--- src/rtl/adn_pkg.sv ---
package adn_pkg;
    typedef enum logic {
        PAIR_SPLIT  = 1'b0,
        PAIR_JOINED = 1'b1
    } pair_st_e;

    // control byte bit positions (decoded by this block)
    localparam int CB_SLOW   = 0;
    localparam int CB_HP_V1  = 1;
    localparam int CB_HP_V0  = 2;
    localparam int CB_JOIN_B = 3;
    localparam int CB_JOIN_A = 4;
    localparam int CB_FAST_B = 5;
    localparam int CB_FAST_A = 6;
    localparam int CB_POLY9  = 7;
endpackage

--- src/rtl/adn_base.sv ---
module adn_base #(
    parameter int FAST_DIV = 28,
    parameter int SLOW_DIV = 114
) (
    input  logic clk,
    input  logic rst_n,
    input  logic slow_i,
    output logic tick_o
);
    localparam int CW = $clog2(SLOW_DIV);

    logic [CW-1:0] cnt_q;
    logic [CW-1:0] lim;

    always_comb begin
        lim = slow_i ? CW'(SLOW_DIV - 1) : CW'(FAST_DIV - 1);
    end

    always_ff @(posedge clk) begin
        if (!rst_n) begin
            cnt_q  <= '0;
            tick_o <= 1'b0;
        end else if (cnt_q >= lim) begin
            cnt_q  <= '0;
            tick_o <= 1'b1;
        end else begin
            cnt_q  <= cnt_q + 1'b1;
            tick_o <= 1'b0;
        end
    end

    AST_BASE_GAP: assert property (@(posedge clk) disable iff (!rst_n)
        tick_o |=> !tick_o);
endmodule

--- src/rtl/adn_pair.sv ---
module adn_pair
    import adn_pkg::*;
#(
    parameter int W = 8
) (
    input  logic         clk,
    input  logic         rst_n,
    input  logic         en_lo_i,
    input  logic         en_hi_i,
    input  logic         fast_i,
    input  logic         join_i,
    input  logic [W-1:0] f_lo_i,
    input  logic [W-1:0] f_hi_i,
    output logic         tick_lo_o,
    output logic         tick_hi_o
);
    localparam int LW = W + 2;
    localparam int JW = 2 * W + 1;

    pair_st_e st_q, st_nxt;
    logic          switching;
    logic [LW-1:0] cnt_lo_q, reload_lo;
    logic [W-1:0]  cnt_hi_q;
    logic [JW-1:0] cnt_j_q, reload_j;

    always_comb begin
        st_nxt    = join_i ? PAIR_JOINED : PAIR_SPLIT;
        switching = (st_nxt != st_q);
        reload_lo = {2'b00, f_lo_i} + (fast_i ? LW'(3) : LW'(0));
        reload_j  = {1'b0, f_hi_i, f_lo_i} + (fast_i ? JW'(6) : JW'(0));
    end

    // state register
    always_ff @(posedge clk) begin
        if (!rst_n) st_q <= PAIR_SPLIT;
        else        st_q <= st_nxt;
    end

    // counters
    always_ff @(posedge clk) begin
        if (!rst_n) begin
            cnt_lo_q <= '0;
            cnt_hi_q <= '0;
            cnt_j_q  <= '0;
        end else if (switching) begin
            cnt_lo_q <= reload_lo;
            cnt_hi_q <= f_hi_i;
            cnt_j_q  <= reload_j;
        end else begin
            unique case (st_q)
                PAIR_SPLIT: begin
                    if (en_lo_i) cnt_lo_q <= (cnt_lo_q == '0) ? reload_lo : cnt_lo_q - 1'b1;
                    if (en_hi_i) cnt_hi_q <= (cnt_hi_q == '0) ? f_hi_i : cnt_hi_q - 1'b1;
                end
                PAIR_JOINED: begin
                    if (en_lo_i) cnt_j_q <= (cnt_j_q == '0) ? reload_j : cnt_j_q - 1'b1;
                end
            endcase
        end
    end

    // outputs
    always_comb begin
        tick_lo_o = 1'b0;
        tick_hi_o = 1'b0;
        unique case (st_q)
            PAIR_SPLIT: begin
                tick_lo_o = !switching && en_lo_i && (cnt_lo_q == '0);
                tick_hi_o = !switching && en_hi_i && (cnt_hi_q == '0);
            end
            PAIR_JOINED: begin
                tick_hi_o = !switching && en_lo_i && (cnt_j_q == '0);
            end
        endcase
    end

    AST_JOIN_MUTE: assert property (@(posedge clk) disable iff (!rst_n)
        join_i |-> !tick_lo_o);
    AST_SWITCH_QUIET: assert property (@(posedge clk) disable iff (!rst_n)
        !$stable(join_i) |-> (!tick_lo_o && !tick_hi_o));
    AST_FAST_GAP: assert property (@(posedge clk) disable iff (!rst_n)
        (fast_i && tick_lo_o) |=> !tick_lo_o);
endmodule

--- src/rtl/adn_hipass.sv ---
module adn_hipass (
    input  logic clk,
    input  logic rst_n,
    input  logic en_i,
    input  logic smp_i,
    input  logic wave_i,
    output logic hp_o,
    output logic filt_o
);
    logic hp_q;

    always_ff @(posedge clk) begin
        if (!rst_n)     hp_q <= 1'b0;
        else if (!en_i) hp_q <= 1'b0;
        else if (smp_i) hp_q <= wave_i;
    end

    always_comb begin
        hp_o   = hp_q;
        filt_o = en_i ? (wave_i ^ hp_q) : wave_i;
    end

    AST_HP_OFF: assert property (@(posedge clk) disable iff (!rst_n)
        !en_i |=> !hp_q);
    AST_HP_HOLD: assert property (@(posedge clk) disable iff (!rst_n)
        (en_i && !smp_i) |=> (!en_i || $stable(hp_q)));
endmodule

--- src/rtl/audio_divider_net.sv ---
module audio_divider_net
    import adn_pkg::*;
#(
    parameter int W        = 8,
    parameter int FAST_DIV = 28,
    parameter int SLOW_DIV = 114
) (
    input  logic         clk,
    input  logic         rst_n,
    input  logic [7:0]   ctl_i,
    input  logic [W-1:0] freq0_i,
    input  logic [W-1:0] freq1_i,
    input  logic [W-1:0] freq2_i,
    input  logic [W-1:0] freq3_i,
    input  logic [1:0]   wave_i,
    output logic [3:0]   tick_o,
    output logic [1:0]   hp_o,
    output logic [1:0]   filt_o,
    output logic         poly9_o
);
    localparam int NPAIR = 2;
    localparam int NHP   = 2;

    logic         base_tick;
    logic [W-1:0] freq [4];

    always_comb begin
        freq[0] = freq0_i;
        freq[1] = freq1_i;
        freq[2] = freq2_i;
        freq[3] = freq3_i;
        poly9_o = ctl_i[CB_POLY9];
    end

    adn_base #(.FAST_DIV(FAST_DIV), .SLOW_DIV(SLOW_DIV)) u_base (
        .clk(clk), .rst_n(rst_n), .slow_i(ctl_i[CB_SLOW]), .tick_o(base_tick)
    );

    for (genvar p = 0; p < NPAIR; p++) begin : g_pair
        localparam int FB = (p == 0) ? CB_FAST_A : CB_FAST_B;
        localparam int JB = (p == 0) ? CB_JOIN_A : CB_JOIN_B;
        logic lo_en;
        always_comb lo_en = ctl_i[FB] | base_tick;
        adn_pair #(.W(W)) u_pair (
            .clk      (clk),
            .rst_n    (rst_n),
            .en_lo_i  (lo_en),
            .en_hi_i  (base_tick),
            .fast_i   (ctl_i[FB]),
            .join_i   (ctl_i[JB]),
            .f_lo_i   (freq[2*p]),
            .f_hi_i   (freq[2*p+1]),
            .tick_lo_o(tick_o[2*p]),
            .tick_hi_o(tick_o[2*p+1])
        );
    end

    for (genvar h = 0; h < NHP; h++) begin : g_hp
        localparam int EB = (h == 0) ? CB_HP_V0 : CB_HP_V1;
        localparam int SV = (h == 0) ? 1 : 3;
        adn_hipass u_hp (
            .clk   (clk),
            .rst_n (rst_n),
            .en_i  (ctl_i[EB]),
            .smp_i (tick_o[SV]),
            .wave_i(wave_i[h]),
            .hp_o  (hp_o[h]),
            .filt_o(filt_o[h])
        );
    end
endmodule

--- config.mk ---
export PLATFORM = sky130hd
export DESIGN_NAME = audio_divider_net
export DESIGN_NICKNAME = d
export VERILOG_FILES = /design/src/rtl/adn_pkg.sv /design/src/rtl/adn_base.sv /design/src/rtl/adn_pair.sv /design/src/rtl/adn_hipass.sv /design/src/rtl/audio_divider_net.sv
export SDC_FILE = /design/constraint.sdc
export NUM_CORES = 1
export LEC_CHECK = 0
export BUFFER_PORTS_ARGS = -buffer_cell sky130_fd_sc_hd__buf_2
export CAP_MARGIN = 10
export CELL_PAD_IN_SITES_DETAIL_PLACEMENT = 0
export CELL_PAD_IN_SITES_GLOBAL_PLACEMENT = 1
export CORE_MARGIN = 3
export CORE_UTILIZATION = 48
export CTS_BUF_LIST = sky130_fd_sc_hd__clkbuf_16
export DETAILED_ROUTE_END_ITERATION = 10
export PLACE_DENSITY_LB_ADDON = 0.1
export SYNTH_ARGS = -nofsm -noshare
export SYNTH_HDL_FRONTEND = slang
export SYNTH_SLANG_ARGS = --single-unit
export TNS_END_PERCENT = 1
--- constraint.sdc ---
create_clock -name clk -period 5.55 [get_ports clk]
set_input_delay 0.555 -clock clk [delete_from_list [all_inputs] [get_ports clk]]
set_output_delay 0.555 -clock clk [all_outputs]
set_load 0.01 [all_outputs]
# Word level (Yosys, flattened, before mapping)
# Index checks and enable logic that the tools add are counted.
# totals
regBits,82
word_cells,106
# op_classes
add_sub_neg,11
magnitude_cmp,1
eq_ne,4
muxes,38
n_bitwise,7
reduce_logical,33
# ops
operator,n
$mux W17,8
$mux W10,8
$mux W8,8
$add A16 B17 Y17,2
$logic_not A17 Y1,2
$sub A17 B1 Y17 const B,2
$add A8 B10 Y10,2
$logic_not A10 Y1,2
$sub A10 B1 Y10 const B,2
$logic_not A8 Y1,2
$reduce_and A2 Y1,8
$sub A8 B1 Y8 const B,2
$reduce_bool A2 Y1,6
$logic_and A1 B1 Y1,10
$add A7 B1 Y7 const B,1
$ge A7 B7 Y1,1
$mux W1,7
$mux W7,1
$mux W3,2
$mux W2,2
$ne A2 B2 Y1 const B,2
$pmux W1 S2,2
$not A1 Y1,3
$logic_not A1 Y1,2
other kinds (4),7

# Logic depth before layout (Yosys ltp)
# logic_depth
ltp_word,6
ltp_mapped,9
mapped_depth_nobuf,8

# Hierarchy
# A second synthesis with hierarchy kept.
# unflattened
hier_cells,838
area_unflattened_um2,6334.8
# modules_own_cells
module,instances,cells_each,area_each_um2,seq_area_each_um2
adn_pair,2,391,2915.3,720.7
adn_base,1,41,384.1,160.2
adn_hipass,2,6,50.0,20.0
audio_divider_net,1,3,20.0,0.0

# Least setup slack after synthesis
# No wires, ideal clock.
# synth_path
kind,input port to flip-flop
startpoint,input port ctl_i[3]
endpoint,register g_pair[1].u_pair.cnt_j_q[15]
setup_time_ps,117
t_arrival_ps,2294
required_ps,5433
path_slack_ps,3139
cell_stages,8
path_buffers,2
cell_sequence,inv_1 -> ha_1 -> clkbuf_1 -> clkinv_1 -> o21ai_1 -> clkbuf_1 -> o21ai_0 -> a32o_2
# synth_via
elab_chain_len,4
word_cells_on_any_way,6
cone_classes,1 x eq/ne; 2 x mux; 3 x reduce/logical
# synth_rtl
element,line_no,source
start: declaration,audio_divider_net.sv:10,"input logic [7:0] ctl_i,"
$mux W1 *,adn_pair.sv:27,st_nxt = join_i ? PAIR_JOINED : PAIR_SPLIT;
$ne A1 B1 Y1 *,adn_pair.sv:28,switching = (st_nxt != st_q);
$reduce_bool A2 Y1 (no source line),-,
$reduce_and A2 Y1 (no source line),-,
end signal: assignment,adn_pair.sv:48,cnt_j_q <= reload_j;
end signal: assignment,adn_pair.sv:56,if (en_lo_i) cnt_j_q <= (cnt_j_q == '0) ? reload_j : cnt_j_q - 1'b1;
end: declaration,adn_pair.sv:24,"logic [JW-1:0] cnt_j_q, reload_j;"
# Every way passes the cells marked *; elsewhere a longest branch is shown, timed or not.
# A chain may end at the register's enable or synchronous reset.

# Final worst setup path
# layout_path
startpoint,register g_pair[1].u_pair.cnt_j_q[4]
endpoint,output port tick_o[3]
# layout_via
elab_chain_len,3
# layout_rtl
element,line_no,source
$logic_not A17 Y1,adn_pair.sv:72,tick_hi_o = !switching && en_lo_i && (cnt_j_q == '0);
$logic_and A1 B1 Y1,adn_pair.sv:72,
$pmux W1 S2,adn_pair.sv:66,unique case (st_q)
end: declaration,audio_divider_net.sv:16,"output logic [3:0] tick_o,"
# Every way passes these cells.

==> metrics.md <==
| Metric | Value |
|---|---|
| Core Region | 12160 um^2 |
| EDFF count, synth | 0 |
| Seq/Total Area, Yosys | 0.2721 |
| Crit start category | flip-flop |
| Setup Fix Bufs, Post-CTS | 0 |
| Post-Syn Area per Cell | 7.521 um^2 |
| RD Place Congestion | 0.8504 |
| DR iter-0 viols | 490 |
| CTS tree | yes |
| Peak Freq | 0.3144 GHz |
| Root buffer cell | clkbuf_16 |
| Cell Rows | 40 |
| Vias after detailed routing | 6059 |
| First-pass GRT wire length | 27.74 mm |
| Vias per cell | 6.133 |
| Setup WS post-layout | 2369 ps |
| Fin. Hold Viols | 0 |
| Design Area, Final | 6576 um^2 |
| Hold buffers post-CTS | 0 |
| Layout net count | 888 |
| Mapped Nets | 875 |
| TritonCTS Buffers | 9 |
| Via count of the first global-routing pass | 5554 |
| DIE AREA | 13950 um^2 |
| DP Area | 6291 um^2 |
| Synth top area cells | dfxtp_1 (27%), o21ai_0 (5.4%), ha_1 (5.2%), nor2_1 (4.9%), a21oi_1 (4.6%) |
| Setup repair after global routing missed its margin | false |
| Post-synth top flop | dfxtp_1 |
| Max-slew headroom | 0.2403 |
| Crit path DAT | 2630 ps |
| DR DRC count | 0 |
| CP Class | flip-flop to output port |
| Die Y | 118.1 um |
| Final Critical Period | 3181 ps |
| Total chip power | 2.235 mW |
| CTS H-tree lvls | 3 |
| Worst R2R Start | g_pair[0].u_pair.st_q |
| Largest net degree at the start of global routing | 61 |
| Final ANT Viol Nets | 0 |
| Place WS | 2365 ps |
| Area leader, netlist | dfxtp_1 |
| Critical Path End Type | output port |
| Syn Std Cell Area | 6032 um^2 |
| Grt total ovfl | 0 |
| Pwr per Cell Area | 339.9 nW/um^2 |
| I/O Buffers | 50 |
| Wirelength, routed | 16.76 mm |
| Max-capacitance violation count | 0 |
| Clock Tree Buf Depth | 2 |
| DP HPWL | 12.10 mm |
| DRT Pass-1 Iters | 5 |
| Share of layout cells above drive strength 1 | 0.1037 |
| WP data required | 4990 ps |
| Starting Density | 0.4960 |
| Setup TNS | 0 ps |
| Die Wd | 118.1 um |
| Worst-path clk slew | 60 ps |
| Clock Latency Late Sink | 350 ps |
| Number of antenna violations at the first check in global routing | 0 |
| Ports | 53 |
| Status | finished clean |
| Total GRT Usage | 0.2354 |
| Max VDD drop | 0.1938 mV |
| Worst min-delay path class | flip-flop to flip-flop |
| Crit path from | g_pair[1].u_pair.cnt_j_q[4] |
| Leak | 2.528 nW |
| Fraction of registers with async set/reset | 0 |
| Finish-stage setup viols | 0 |
| Fin. max-slew vios | 0 |
| Syn Inst Count | 802 |
| Synth Warn # | 0 |
| N_diodes | 0 |
| Hold Path Origin | g_pair[1].u_pair.cnt_j_q[16] |
| Clock Skews | 6.748 ps |
| Post_cts resized | 0 |
| P&R area growth vs syn | 9.023% |
| Critical-path maximum fanout | 8 |
| Final Cycle Share | 0.5731 |
| #FFs+latches synth | 82 |
| Synth cell types | 69 |
| Top cell type's share of synthesized area | 0.2721 |
| Sink Count | 82 |
| WL/cell | 16.96 um |
| Worst slew pin tran | 1135 ps |
## layout by cell type, fill, tap and decap left out, types with 6 or more instances in the layout
| cell type | count |
|---|---|
| inv_1 | 40 |
| or3_1 | 11 |
| nand3_1 | 30 |
| nor3_1 | 43 |
| a21oi_1 | 56 |
| nand4_1 | 16 |
| nand2_1 | 61 |
| ha_1 | 25 |
| dfxtp_1 | 82 |
| o21ai_0 | 65 |
| mux2i_1 | 20 |
| a32o_1 | 16 |
| nand2b_1 | 10 |
| o22ai_1 | 8 |
| a221oi_1 | 11 |
| nor4_1 | 18 |
| nor2_1 | 78 |
| and4_1 | 6 |
| a31oi_1 | 10 |
| xor2_1 | 18 |
| xnor2_1 | 24 |
| clkbuf_16 | 9 |
| or4_1 | 14 |
| buf_2 | 50 |
## final timing paths
check,cells after the start,slack (ps),to
worst max-delay path,5,2370,tick_o[3]
worst min-delay path,2,470,g_pair[1].u_pair.cnt_j_q[16]
worst max register to register,6,2550,g_pair[0].u_pair.cnt_j_q[14]
worst min register to register,2,470,g_pair[1].u_pair.cnt_j_q[16]
## cell type report
cell class | count | area [um^2]
Clock buffer | 9 | 225.2
Tap cell | 168 | 210.2
Fill cell | 1192 | 5585
Sequential cell | 82 | 1642
Clock inverter | 7 | 60.06
Multi-Input combinational cell | 626 | 3998
Inverter | 41 | 153.9
Timing Repair Buffer | 55 | 287.8
## logic make-up after synthesis
kind of cell    after synthesis  share of synthesized area
compound gates              212                     0.2275
xor+xnor                     42                    0.06098
fa+ha+maj                    29                    0.06513
buf+inv                      94                    0.06513
flops                        82                     0.2721
mux                          21                    0.03505
simple gates                322                     0.2740
## registers in the layout (all words and copies together) (netlist names)
register / flops
g_hp.u_hp.hp_o: 2
g_pair.u_pair.cnt_hi_q: 16
g_pair.u_pair.cnt_j_q: 34
g_pair.u_pair.cnt_lo_q: 20
g_pair.u_pair.st_q: 2
u_base.cnt_q: 7
u_base.tick_o: 1
## Yosys cell counts (all sizes together), types with 3 or more instances
cell / instances
a221oi: 11
nor3: 43
xor2: 18
buf: 16
fa: 4
a211oi: 3
nor3b: 5
and3: 5
nand3: 30
xnor2: 24
or2: 5
nor2: 79
mux2i: 20
inv: 40
a21o: 3
and4: 6
nor4b: 3
dfxtp: 82
ha: 25
a21boi: 3
nand2: 61
o21ai: 66
or3: 11
clkbuf: 37
o32ai: 5
or4: 16
nand4: 16
o211ai: 5
a32o: 17
o22ai: 8
nand2b: 10
nand3b: 4
nor4: 18
a21oi: 56
a31oi: 10
nor2b: 3
## stage by stage
stage | util | cells | hold WS [ps]
3_5_place_dp | 0.5173 | 972 | 457.1
6_report | 0.5407 | 988 | 469.1
3_3_place_gp | 0.5173 | 972 | 442.6
4_1_cts | 0.5407 | 988 | 467.0
5_1_grt | 0.5407 | 988 | 485.5
2_1_floorplan | - | 802 | 430.2
## critical path, stage by stage (launching register included)
cell and delay [ps]:
dfxtp_1 370, nor4_1 640, nand2b_1 250, or4_1 510, a21oi_1 300, buf_2 200
## power by group
group          switching, mW  internal [mW]  total [mW]
registers             0.0962          0.678       0.774
logic                  0.526          0.333       0.859
clock network          0.260          0.343       0.602
## metal layers
| layer | part of all wire | global-route usage | vias up |
|---|---|---|---|
| li1 | - | - | 2987 |
| met1 | 0.47 | 0.3315 | 2856 |
| met2 | 0.45 | 0.3619 | 184 |
| met3 | 0.058 | 0.05094 | 32 |
| met4 | 0.020 | 0.06740 | 0 |
| met5 | 0 | 0 | - |
Note: power is estimated with default switching activity, not from simulation.
